--- src/rtl/cc_pkg.sv ---
package cc_pkg;

   localparam int CODE_W   = 4;
   localparam int PICK_W   = CODE_W - 1;
   localparam int NUM_BASE = 1 << PICK_W;

   // Base test chosen by code bits 3:1; the order follows the code numbering
   typedef enum logic [PICK_W-1:0] {
      BT_OVF      = 3'd0,
      BT_BELOW    = 3'd1,
      BT_EQUAL    = 3'd2,
      BT_BELOW_EQ = 3'd3,
      BT_NEG      = 3'd4,
      BT_PAR_EVEN = 3'd5,
      BT_LESS     = 3'd6,
      BT_LESS_EQ  = 3'd7
   } base_test_e;

   typedef struct packed {
      logic c;
      logic z;
      logic s;
      logic o;
      logic p;
   } flags_t;

endpackage

--- src/rtl/cc_base_table.sv ---
module cc_base_table
   import cc_pkg::*;
(
   input  flags_t              fl,
   output logic [NUM_BASE-1:0] base
);
   logic signed_lt;

   always_comb begin
      signed_lt             = fl.s ^ fl.o;
      base                  = '0;
      base[BT_OVF]          = fl.o;
      base[BT_BELOW]        = fl.c;
      base[BT_EQUAL]        = fl.z;
      base[BT_BELOW_EQ]     = fl.c | fl.z;
      base[BT_NEG]          = fl.s;
      base[BT_PAR_EVEN]     = fl.p;
      base[BT_LESS]         = signed_lt;
      base[BT_LESS_EQ]      = signed_lt | fl.z;
   end
endmodule

--- src/rtl/cc_polarity.sv ---
module cc_polarity #(
   parameter int NB     = 8,
   localparam int PW    = $clog2(NB)
) (
   input  logic [NB-1:0] base,
   input  logic [PW-1:0] pick,
   input  logic          invert,
   output logic          raw
);
   always_comb raw = base[pick] ^ invert;
endmodule

--- src/rtl/cc_out_stage.sv ---
module cc_out_stage #(
   parameter int LATENCY = 1
) (
   input  logic clk,
   input  logic rst_n,
   input  logic en,
   input  logic raw,
   output logic taken
);
   logic gated;
   always_comb gated = en & raw;

   generate
      if (LATENCY == 0) begin : g_comb
         always_comb taken = gated;
      end else begin : g_reg
         always_ff @(posedge clk or negedge rst_n) begin
            if (!rst_n) taken <= 1'b0;
            else        taken <= gated;
         end
      end
   endgenerate
endmodule

--- src/rtl/cc_branch_eval.sv ---
module cc_branch_eval
   import cc_pkg::*;
#(
   parameter int LATENCY = 1
) (
   input  logic              clk,
   input  logic              rst_n,
   input  logic              en,
   input  logic [CODE_W-1:0] cond_sel,
   input  logic              flag_c,
   input  logic              flag_z,
   input  logic              flag_s,
   input  logic              flag_o,
   input  logic              flag_p,
   output logic              taken
);
   generate
      if (LATENCY < 0 || LATENCY > 1) begin : g_bad_latency
         $error("cc_branch_eval: LATENCY must be 0 or 1");
      end
      if (CODE_W != 4) begin : g_bad_code
         $error("cc_branch_eval: condition code must be 4 bits");
      end
   endgenerate

   flags_t              fl;
   logic [NUM_BASE-1:0] base;
   logic                raw;

   always_comb fl = '{c: flag_c, z: flag_z, s: flag_s, o: flag_o, p: flag_p};

   cc_base_table u_table (
      .fl   (fl),
      .base (base)
   );

   cc_polarity #(.NB(NUM_BASE)) u_pol (
      .base   (base),
      .pick   (cond_sel[CODE_W-1:1]),
      .invert (cond_sel[0]),
      .raw    (raw)
   );

   cc_out_stage #(.LATENCY(LATENCY)) u_out (
      .clk   (clk),
      .rst_n (rst_n),
      .en    (en),
      .raw   (raw),
      .taken (taken)
   );
endmodule

--- config.mk ---
export PLATFORM = sky130hd
export DESIGN_NAME = cc_branch_eval
export DESIGN_NICKNAME = d
export VERILOG_FILES = /design/src/rtl/cc_pkg.sv /design/src/rtl/cc_base_table.sv /design/src/rtl/cc_polarity.sv /design/src/rtl/cc_out_stage.sv /design/src/rtl/cc_branch_eval.sv
export SDC_FILE = /design/constraint.sdc
export NUM_CORES = 1
export LEC_CHECK = 0
export ABC_AREA = 1
export ABC_CLOCK_PERIOD_IN_PS = 800
export BUFFER_PORTS_ARGS = -buffer_cell sky130_fd_sc_hd__buf_2
export CAP_MARGIN = 20
export CORE_AREA = 2 2 39 41
export DETAILED_ROUTE_END_ITERATION = 10
export DIE_AREA = 0 0 41 43
export SLEW_MARGIN = 20
export SYNTH_ARGS = -nofsm -noshare
export SYNTH_HDL_FRONTEND = slang
export SYNTH_SLANG_ARGS = --single-unit
--- constraint.sdc ---
create_clock -name clk -period 0.8 [get_ports clk]
set_input_delay 0.04 -clock clk [delete_from_list [all_inputs] [get_ports clk]]
set_output_delay 0.04 -clock clk [all_outputs]
set_load 0.01 [all_outputs]
### Yosys cells after proc, flatten, opt, wreduce, memory -nomap -nowiden

Cells that the tools add are included.

* register bits: 1
* word-level logic and storage cells: 9
* input bits: 12
* output and inout port bits: 1

* bitwise gates (word level): 5
* magnitude comparators: 1
* multiplexer cells: 2

Operator list (number)
* $lt 3x4->1 const B: 1
* $bmux 1 s3: 1
* $or 1x1->1: 2
* $xor 1x1->1: 2
* $and 1x1->1: 1
* $mux 1: 1

### Depth between registers and ports, before layout

Gate-level depths: netlist of the first run.

* word-level depth: 6
* depth in mapped cells: 8
* gate-level depth less buffers: 8

### Modules after synthesis

A second synthesis of the first run with hierarchy kept.

* cell total of the unflattened synthesis: 47
* area, all modules: 242.7 um2

By module, submodules not included
* cc_polarity: sequential area each 0.0 um2, times used 1, area each 131.4 um2, cells an instance 30
* cc_base_table: sequential area each 0.0 um2, times used 1, area each 78.8 um2, cells an instance 14
* cc_out_stage: sequential area each 25.0 um2, times used 1, area each 32.5 um2, cells an instance 3

### Worst setup path before layout of the first run

OpenSTA, ideal clock, no wires.

* path kind: in2reg
* start point: input port cond_sel[2]
* end point: register u_out.taken
* buffers on the path: 0
* slack: 0.200 ns
* arrival time: 0.481 ns
* library setup time: 0.119 ns
* stages on the path: 6
* required time: 0.681 ns
* path through: inv_1 -> nand3_1 -> nand2_2 -> nand2_2 -> a21oi_1 -> nor2_1

* longest elaborated chain between the ends: 4

Ends and longest elaborated chain
* from (decl): line cc_branch_eval.sv:9 `input logic [CODE_W-1:0] cond_sel,`
* $bmux 1 s3: line cc_polarity.sv:10 `always_comb raw = base[pick] ^ invert;`
* $mux 1 (not written as such): line cc_polarity.sv:10
* $xor 1x1->1: line cc_polarity.sv:10
* $and 1x1->1: line cc_out_stage.sv:11 `always_comb gated = en & raw;`
* via u_out.gated: line cc_out_stage.sv:10 `logic gated;`
* to (signal assigned): line cc_out_stage.sv:19 `else taken <= gated;`
* to (decl): line cc_out_stage.sv:8 `output logic taken`

The timed path passes the listed nets, and every way through them passes these cells. The select of a mux whose other input is x is not followed.

### Final worst setup path of the first run

* start point: input port cond_sel[1]
* end point: register u_out.taken

Same word-level chain as after synthesis.

==> metrics.txt, run 1 <==
drt initial violations=0; outcome=finished clean; synth top area cells=nand2_1, inv_1, dfrtp_1, nand3_2, nand2_2; most common cell after layout, fill and taps aside=buf_2; sequential share of the synthesized area=0.1724; WP buf/inv=2; max-cap violation count=0; worst path required time=between 0.6 and 0.7 ns; Fmax achieved=~1.4 GHz; routed vias/inst=3.339; total chip power=~0.15 mW; worst hold path class=in2reg; WHS Path Cells=3; ant diodes=0; path length in cells of the critical path=7; final hold violation count=0; CP arrival=approximately 0.60 ns; number of global-route vias before repair=about 150; commonest non-fill, non-tap cells in the layout=buf_2, nand2_1, inv_1; CP max stage cell=buf_2; Final setup viols=0; Largest Register=u_out.taken; Crit Path Class=in2reg; CORE AREA=1384 um^2; post-detailed-routing wire length=~310 um; DRC violations left=0; layout cell share with drive strength beyond 1=0.4500; sequence of cells on the critical path=buf_2 > inv_1 > nand3_1 > nand2_2 > nand2_2 > a21oi_2 > nor2_1; Largest register FFs=1; Die X=41 um; antenna-violating nets left=0; Congestion Overflow GR=0; Placer Congestion=approximately 0.6; Pins Over Slew Limit=0; Hold WS=0.2733 ns; Mapped Nets=39; nets@finish=54; setup_tns=0 ns; Crit path top cell by count=nand2_2; via count=roughly 190; first-pass GRT wire length=448 um; crit-path max FO=4; Die ar.=1763 um^2; Clock transition at path regs=0 ns; GR Util All Layers=0.03297; Max stage delay on crit path=0.12 ns; chip height=43 um; Synth Register Bits=1; critical path launch point type=primary input; First-pass DRT Iterations=1; Power Dens Cells=~640 nW/um^2; critical path's top delay family=simple AND/OR/NAND/NOR gates; min cycle time layout=about 0.72 ns; Tcrit/Tclk final=0.9022; maximum vdd drop=approximately 0.00012 V; unrepaired setup endpoints after global routing=no; Area Overhead vs Synth=64.66%; Largest regs=u_out.taken: 1 flops; initial antenna violation count=0; Routed wire per std cell=5.571 um; Leak=between 0.15 and 0.2 nW; largest net degree at the start of global routing=5; FP Rows=14; Slew @ Worst Pin=about 0.11 ns; Max-Slew Margin vs Limit=0.9289; postcts setup bufs=0; Worst setup EP type=flop; Post-Syn Area=between 100 and 150 um^2; IO Pins=13; initial core utilization=0.1049; Synth cell types=8; mean area per synthesized cell=~5.4 um^2; post-synth top area cell=nand2_1; YS warnings=0; Synth top area share=0.2586; Post-Synthesis Cells=27; IO buf count=12
-- area by class of cell --
class	count	area, um^2
Inverter	7	26.28
Tap cell	16	20.02
Multi-Input combinational cell	19	97.59
Timing Repair Buffer	13	70.07
Sequential cell	1	25.02
Fill cell	164	1145
-- cell families after synthesis --
family / count (synthesis) / synth area share
simple gates: 17 / 0.5776
buf+inv: 7 / 0.1811
compound gates: 2 / 0.06897
flops: 1 / 0.1724
-- worst paths after layout --
path                                to        start  slack [ns]
max                        u_out.taken  cond_sel[1]        0.08
min                        u_out.taken           en        0.27
max in group asynchronous  u_out.taken        rst_n        0.37
min in group asynchronous  u_out.taken        rst_n        0.35
-- cells in the mapped netlist --
library cell	n
nand3_2	2
a21oi_1	2
nor2_1	1
nand2_1	10
nand2_2	2
nand3_1	2
inv_1	7
dfrtp_1	1
-- through the flow --
| step | cell area, um^2 | cells | utilization | worst slack (ns) |
|---|---|---|---|---|
| 2_1_floorplan | 145.1 | 27 | - | 0.2004 |
| 5_1_grt | 239.0 | 56 | 0.1727 | 0.003949 |
| 6_report | 239.0 | 56 | 0.1727 | 0.07825 |
| 3_3_place_gp | 225.2 | 55 | 0.1627 | 0.05493 |
| 3_5_place_dp | 225.2 | 55 | 0.1627 | 0.05314 |
| 4_1_cts | 235.2 | 56 | 0.1700 | 0.04664 |
-- per-layer routing --
metal  global-route usage  vias up  share of wire
met5                    0        -              0
met4                    0        0              0
met3                    0        0          0.071
met2              0.08750        5           0.59
met1              0.01582       76           0.33
li1                     -      106              -
-- tightest hold or removal path, cell delays in order --
cell and delay [ns]:
buf_2 0.09, nand2_1 0.06, nor2_1 0.03
-- power breakdown --
part           switching (mW)  total (mW)  internal, mW
Clock                       0           0             0
Combinational          0.0483      0.0953        0.0469
Sequential           0.000701      0.0566        0.0559
Total                  0.0490       0.152         0.103
-- repair_timing --
action                                  in CTS  in global routing
endpoints found under the hold margin        1                  0
endpoints found under the setup margin       0                  1
resized for setup                            0                  2
hold buffers                                 1                  0
Note: power is estimated with default switching activity, not from simulation.
==> inputs of run 2 (changes only) <==
ABC_AREA = default   (was 1)
ABC_CLOCK_PERIOD_IN_PS = 830   (was 800)
BUFFER_PORTS_ARGS = -buffer_cell sky130_fd_sc_hd__buf_4   (was -buffer_cell sky130_fd_sc_hd__buf_2)
clock period = 0.83 ns   (was 0.8 ns; I/O delays follow)
==> metrics.txt, run 2 <==
outcome=complete, but fails checks (was finished clean); failing checks=negative setup slack; number of global-route vias before repair=143 (was 154); maximum vdd drop=0.0001068 V (was 0.0001192 V); Largest regs=u_out.taken: 1 flops (unchanged); Synth cell types=11 (was 8); unrepaired setup endpoints after global routing=yes (was no); antenna-violating nets left=0 (unchanged); synth top area cells=dfrtp_1, mux2i_1, a221o_1, a311oi_1, xor2_1 (was nand2_1, inv_1, dfrtp_1, nand3_2, nand2_2); Worst setup EP type=flop (unchanged); postcts setup bufs=0 (unchanged); register area=25.02 um^2 (unchanged); initial antenna violation count=0 (unchanged); worst hold path class=in2reg (unchanged); Die ar.=1763 um^2 (unchanged); Worst Setup EP=u_out.taken (unchanged); IO Pins=13 (unchanged); Mapped Nets=25 (was 39); fraction of registers with async set/reset=1.000 (unchanged); crit path launch=cond_sel[2] (was cond_sel[1]); CORE AREA=1384 um^2 (unchanged); Post-Synthesis Cells=13 (was 27); Power Dens Cells=632.2 nW/um^2 (was 635.3 nW/um^2); Crit Path Class=in2reg (unchanged); mean area per synthesized cell=8.181 um^2 (was 5.376 um^2); chip height=43 um (unchanged); crit-path max FO=4 (unchanged); YS warnings=0 (unchanged); placed cell area=216.5 um^2 (was 225.2 um^2); post-detailed-routing wire length=341 um (was 312 um); Congestion Overflow GR=0 (unchanged); layout cell share with drive strength beyond 1=0.6154 (was 0.4500); First-pass DRT Iterations=1 (unchanged); largest net degree at the start of global routing=5 (unchanged); Tcrit/Tclk final=1.105; Area Overhead vs Synth=148.2% (was 64.66%); Pins Over Slew Limit=0 (unchanged); initial core utilization=0.07685 (was 0.1049); Slew @ Worst Pin=0.2277 ns (was 0.1067 ns); Hold WS=0.3109 ns (was 0.2733 ns); internal power=0.1253 mW (was 0.1028 mW); fill cell count=149 (was 164); clock network power share=0 (about the same); Post-synth top cells=mux2i_1, nand2_1 (was nand2_1, inv_1); area occupied by multi-input gates=100.1 um^2 (was 97.59 um^2); IO buf count=12 (unchanged); Clock transition at path regs=0 ns (about the same); GR Util All Layers=0.03300 (was 0.03297); Max-Slew Margin vs Limit=0.8482 (was 0.9289); sequential share of the synthesized area=0.2353 (was 0.1724); dominant synthesized flop cell=dfrtp_1 (unchanged); Switching Share=0.2495 (was 0.3230); final instance area=264.0 um^2 (was 239.0 um^2); critical path launch point type=primary input (unchanged); final hold violation count=0 (unchanged); drt initial violations=0 (unchanged); Fmax achieved=about 1.1 GHz; Post-synth EDFFs=0 (unchanged); Final setup viols=1 (was 0); total chip power=0.1669 mW (was 0.1518 mW); ant diodes=0 (unchanged); Seq pwr share=0.330 (was 0.373); min cycle time layout=just over 0.9 ns; worst path required time=0.70 ns (was 0.68 ns); Largest register FFs=1 (unchanged); DRC violations left=0 (unchanged); post-synth top area cell=dfrtp_1 (was nand2_1); Synth Register Bits=1 (unchanged); FP Rows=14 (unchanged); via count=147 (was 187); Post-Syn Area=106.4 um^2 (was 145.1 um^2); Comb power frac=0.670 (was 0.627); Placer Congestion=0.4684 (was 0.6138); Setup WS post-layout=-0.08741 ns (was 0.07825 ns); routed vias/inst=3.500 (was 3.339); Placement Setup Slack=-0.1483 ns (was 0.05314 ns); most common cell after layout, fill and taps aside=buf_4 (was buf_2); max-cap violation count=0 (unchanged); CP arrival=0.79 ns (was 0.60 ns); Routed wire per std cell=8.119 um (was 5.571 um); nets@finish=40 (was 54); Net Sw Power=0.04163 mW (was 0.04904 mW); Synth top area share=0.2353 (was 0.2586); commonest non-fill, non-tap cells in the layout=buf_4, buf_6, nand2_1, mux2i_1 (was buf_2, nand2_1, inv_1); Largest Register=u_out.taken (unchanged); Leak=0.1208 nW (was 0.1510 nW); first-pass GRT wire length=448 um (unchanged); Die X=41 um (unchanged)
run 2: cell count changes in the layout (fill, tap and decap cells not counted), sizes merged, moves of 2 or more:
cell / delta
inv: -6
mux2i: +2
nand2: -10
nand3: -4
run 2: how the worst min path moves through the flow:
stage,start,end,slack (ns),depth (start not counted)
after floorplan,rst_n,u_out.taken,-0.25,0
after global placement,rst_n,u_out.taken,-0.18,1
after detailed placement,rst_n,u_out.taken,-0.18,1
after CTS,cond_sel[0],u_out.taken,0.31,3
after global routing,cond_sel[0],u_out.taken,0.34,3
final,cond_sel[0],u_out.taken,0.31,3
run 2: routing by layer:
metal,up-vias,GRT usage,routed length [um]
met5,-,0,0
met4,0,0,0
met3,0,0,46
met2,7,0.07500,185
met1,65,0.02857,109
li1,75,-,-
run 2: timing repair:
item                                   CTS  global route
pin swaps                                4             3
setup endpoints to repair                1             1
hold buffers                             1             0
cloned                                   0             0
endpoints found under the hold margin    1             0
resized for setup                        4             4
run 2: area by class of cell:
class	count	share of cell area
repair buffers	13	0.4360
multi-input cells	11	0.3791
flip-flops and latches	1	0.09479
well taps	16	0.07583
inverters	1	0.01422
run 2: power by group through the flow:
| stage | clock, mW | sequential [mW] | combinational (mW) |
|---|---|---|---|
| 2_1_floorplan | 0 | 0.0579 | 0.0269 |
| 3_3_place_gp | 0 | 0.0551 | 0.0877 |
| 3_5_place_dp | 0 | 0.0551 | 0.0882 |
| 4_1_cts | 0 | 0.0551 | 0.0988 |
| 5_1_grt | 0 | 0.0556 | 0.123 |
| 6_report | 0 | 0.0552 | 0.112 |
run 2: through the flow:
step | util | TNS [ns] | instances
after floorplan | - | 0 | 13
after global placement | 0.1564 | -0.1336 | 41
after detailed placement | 0.1564 | -0.1483 | 41
after CTS | 0.1745 | -0.1044 | 42
after global routing | 0.1908 | -0.1631 | 42
final | 0.1908 | -0.08741 | 42
run 2: worst max-delay path, cell delays in order:
cell	delay (ns)
buf_6	0.10
a221o_1	0.34
a21oi_2	0.12
a311oi_2	0.05
mux2i_1	0.13
run 2: logic make-up (layout without fill, tap and decap cells):
| family | Yosys count | count (layout) | synth area share |
|---|---|---|---|
| mux | 2 | 2 | 0.1882 |
| xor+xnor | 1 | 1 | 0.08237 |
| simple gates | 4 | 4 | 0.1647 |
| compound gates | 4 | 4 | 0.2941 |
| flops | 1 | 1 | 0.2353 |
| buf+inv | 1 | 14 | 0.03526 |
==> inputs of run 3 (changes only) <==
ABC_AREA = 1   (was default)
==> metrics.txt, run 3 (synthesized netlist as in run 1, its figures left out) <==
CP arrival=0.62 ns (was 0.79 ns); Leak=0.1599 nW (was 0.1208 nW); Placer Congestion=0.5721 (was 0.4684); ant diodes=0 (unchanged); Largest Register=u_out.taken (unchanged); worst hold path class=in2reg (unchanged); dpl hpwl=between 300 and 400 um; initial core utilization=0.1049 (was 0.07685); postcts setup bufs=0 (unchanged); Final setup viols=0 (was 1); setup_tns=0 ns (was -0.08741 ns); drt initial violations=0 (unchanged); Placed Cells incl. Taps=55 (was 41); DRC violations left=0 (unchanged); routed vias/inst=3.464 (was 3.500); Largest regs=u_out.taken: 1 flops (unchanged); min cycle time layout=0.7391 ns (was 0.9174 ns); Power Dens Cells=611.7 nW/um^2 (was 632.2 nW/um^2); Routed wire per std cell=5.821 um (was 8.119 um); register area=25.02 um^2 (unchanged); maximum vdd drop=0.0001006 V (was 0.0001068 V); largest net degree at the start of global routing=5 (unchanged); First-pass DRT Iterations=1 (unchanged); IO Pins=13 (unchanged); Pins Over Slew Limit=0 (unchanged); most common cell after layout, fill and taps aside=buf_4 (unchanged); antenna-violating nets left=0 (unchanged); Crit Path Class=in2reg (unchanged); crit-path max FO=3 (was 4); Slew @ Worst Pin=0.1134 ns (was 0.2277 ns); final hold violation count=0 (unchanged); worst path required time=0.71 ns (was 0.70 ns); initial antenna violation count=0 (unchanged); chip height=43 um (unchanged); fin cells=56 (was 42); critical path launch point type=primary input (unchanged); first-pass GRT wire length=503 um (was 448 um); max-cap violation count=0 (unchanged); WHS Path Cells=3 (unchanged); Congestion Overflow GR=0 (unchanged); Die ar.=1763 um^2 (unchanged); FP Rows=14 (unchanged); nets@finish=54 (was 40); Area Overhead vs Synth=85.35% (was 148.2%); CORE AREA=1384 um^2 (unchanged); IO buf count=12 (unchanged); Fmax achieved=1.353 GHz (was 1.090 GHz); Worst setup EP type=flop (unchanged); number of global-route vias before repair=175 (was 143); commonest non-fill, non-tap cells in the layout=buf_4, nand2_1, inv_1 (was buf_4, buf_6, nand2_1, mux2i_1); outcome=finished clean (was complete, but fails checks); Tcrit/Tclk final=0.8905 (was 1.105); area occupied by multi-input gates=97.59 um^2 (was 100.1 um^2); Largest register FFs=1 (unchanged); unrepaired setup endpoints after global routing=no (was yes); Die X=41 um (unchanged); via count=194 (was 147); post-detailed-routing wire length=326 um (was 341 um); Max-Slew Margin vs Limit=0.9244 (was 0.8482); layout cell share with drive strength beyond 1=0.4750 (was 0.6154); fill cell count=164 (was 149); Clock transition at path regs=0 ns (about the same); GR Util All Layers=0.03700 (was 0.03300)
-- run 3: final timing paths --
check | start | to | slack (ns)
worst max-delay path | flag_o | u_out.taken | 0.09
worst min-delay path | en | u_out.taken | 0.27
max in group asynchronous | rst_n | u_out.taken | 0.38
min in group asynchronous | rst_n | u_out.taken | 0.37
-- run 3: cell type report --
cell class / instances / share of cell area
Tap cell: 16 / 0.07442
Sequential cell: 1 / 0.09302
Timing Repair Buffer: 13 / 0.3721
Multi-Input combinational cell: 19 / 0.3628
Inverter: 7 / 0.09767
-- run 3: what timing repair did --
item	in CTS	in global routing
endpoints found under the hold margin	1	0
setup endpoints to repair	0	1
gates resized for setup	0	3
hold buffers	1	0
-- run 3: per-layer routing --
layer / GRT usage / wire, um
met3: 0 / 26
met4: 0 / 0
met5: 0 / 0
met2: 0.09063 / 199
met1: 0.02540 / 100
-- run 3: critical path, stage by stage --
cell and delay [ns]:
buf_4 0.12, nand2_1 0.06, nand2_1 0.05, nand2_1 0.07
nand3_2 0.10, a21oi_2 0.14, nor2_1 0.05
-- run 3: power by group --
part	switching (mW)	internal [mW]
Clock	0	0
Sequential	0.000888	0.0539
Combinational	0.0476	0.0622
-- run 3: metrics by stage --
step                      hold WS [ns]  utilization  total power [mW]  cell area [um^2]  worst slack (ns)
after floorplan                -0.2541            -            0.1012             145.1            0.2289
after global placement         -0.1825       0.1844            0.1565             255.2           0.06582
after detailed placement       -0.1824       0.1844            0.1581             255.2           0.04454
after CTS                       0.2755       0.1917            0.1621             265.3           0.04034
after global routing            0.3039       0.1944            0.1807             269.0          0.006223
final                           0.2746       0.1944            0.1646             269.0           0.09093
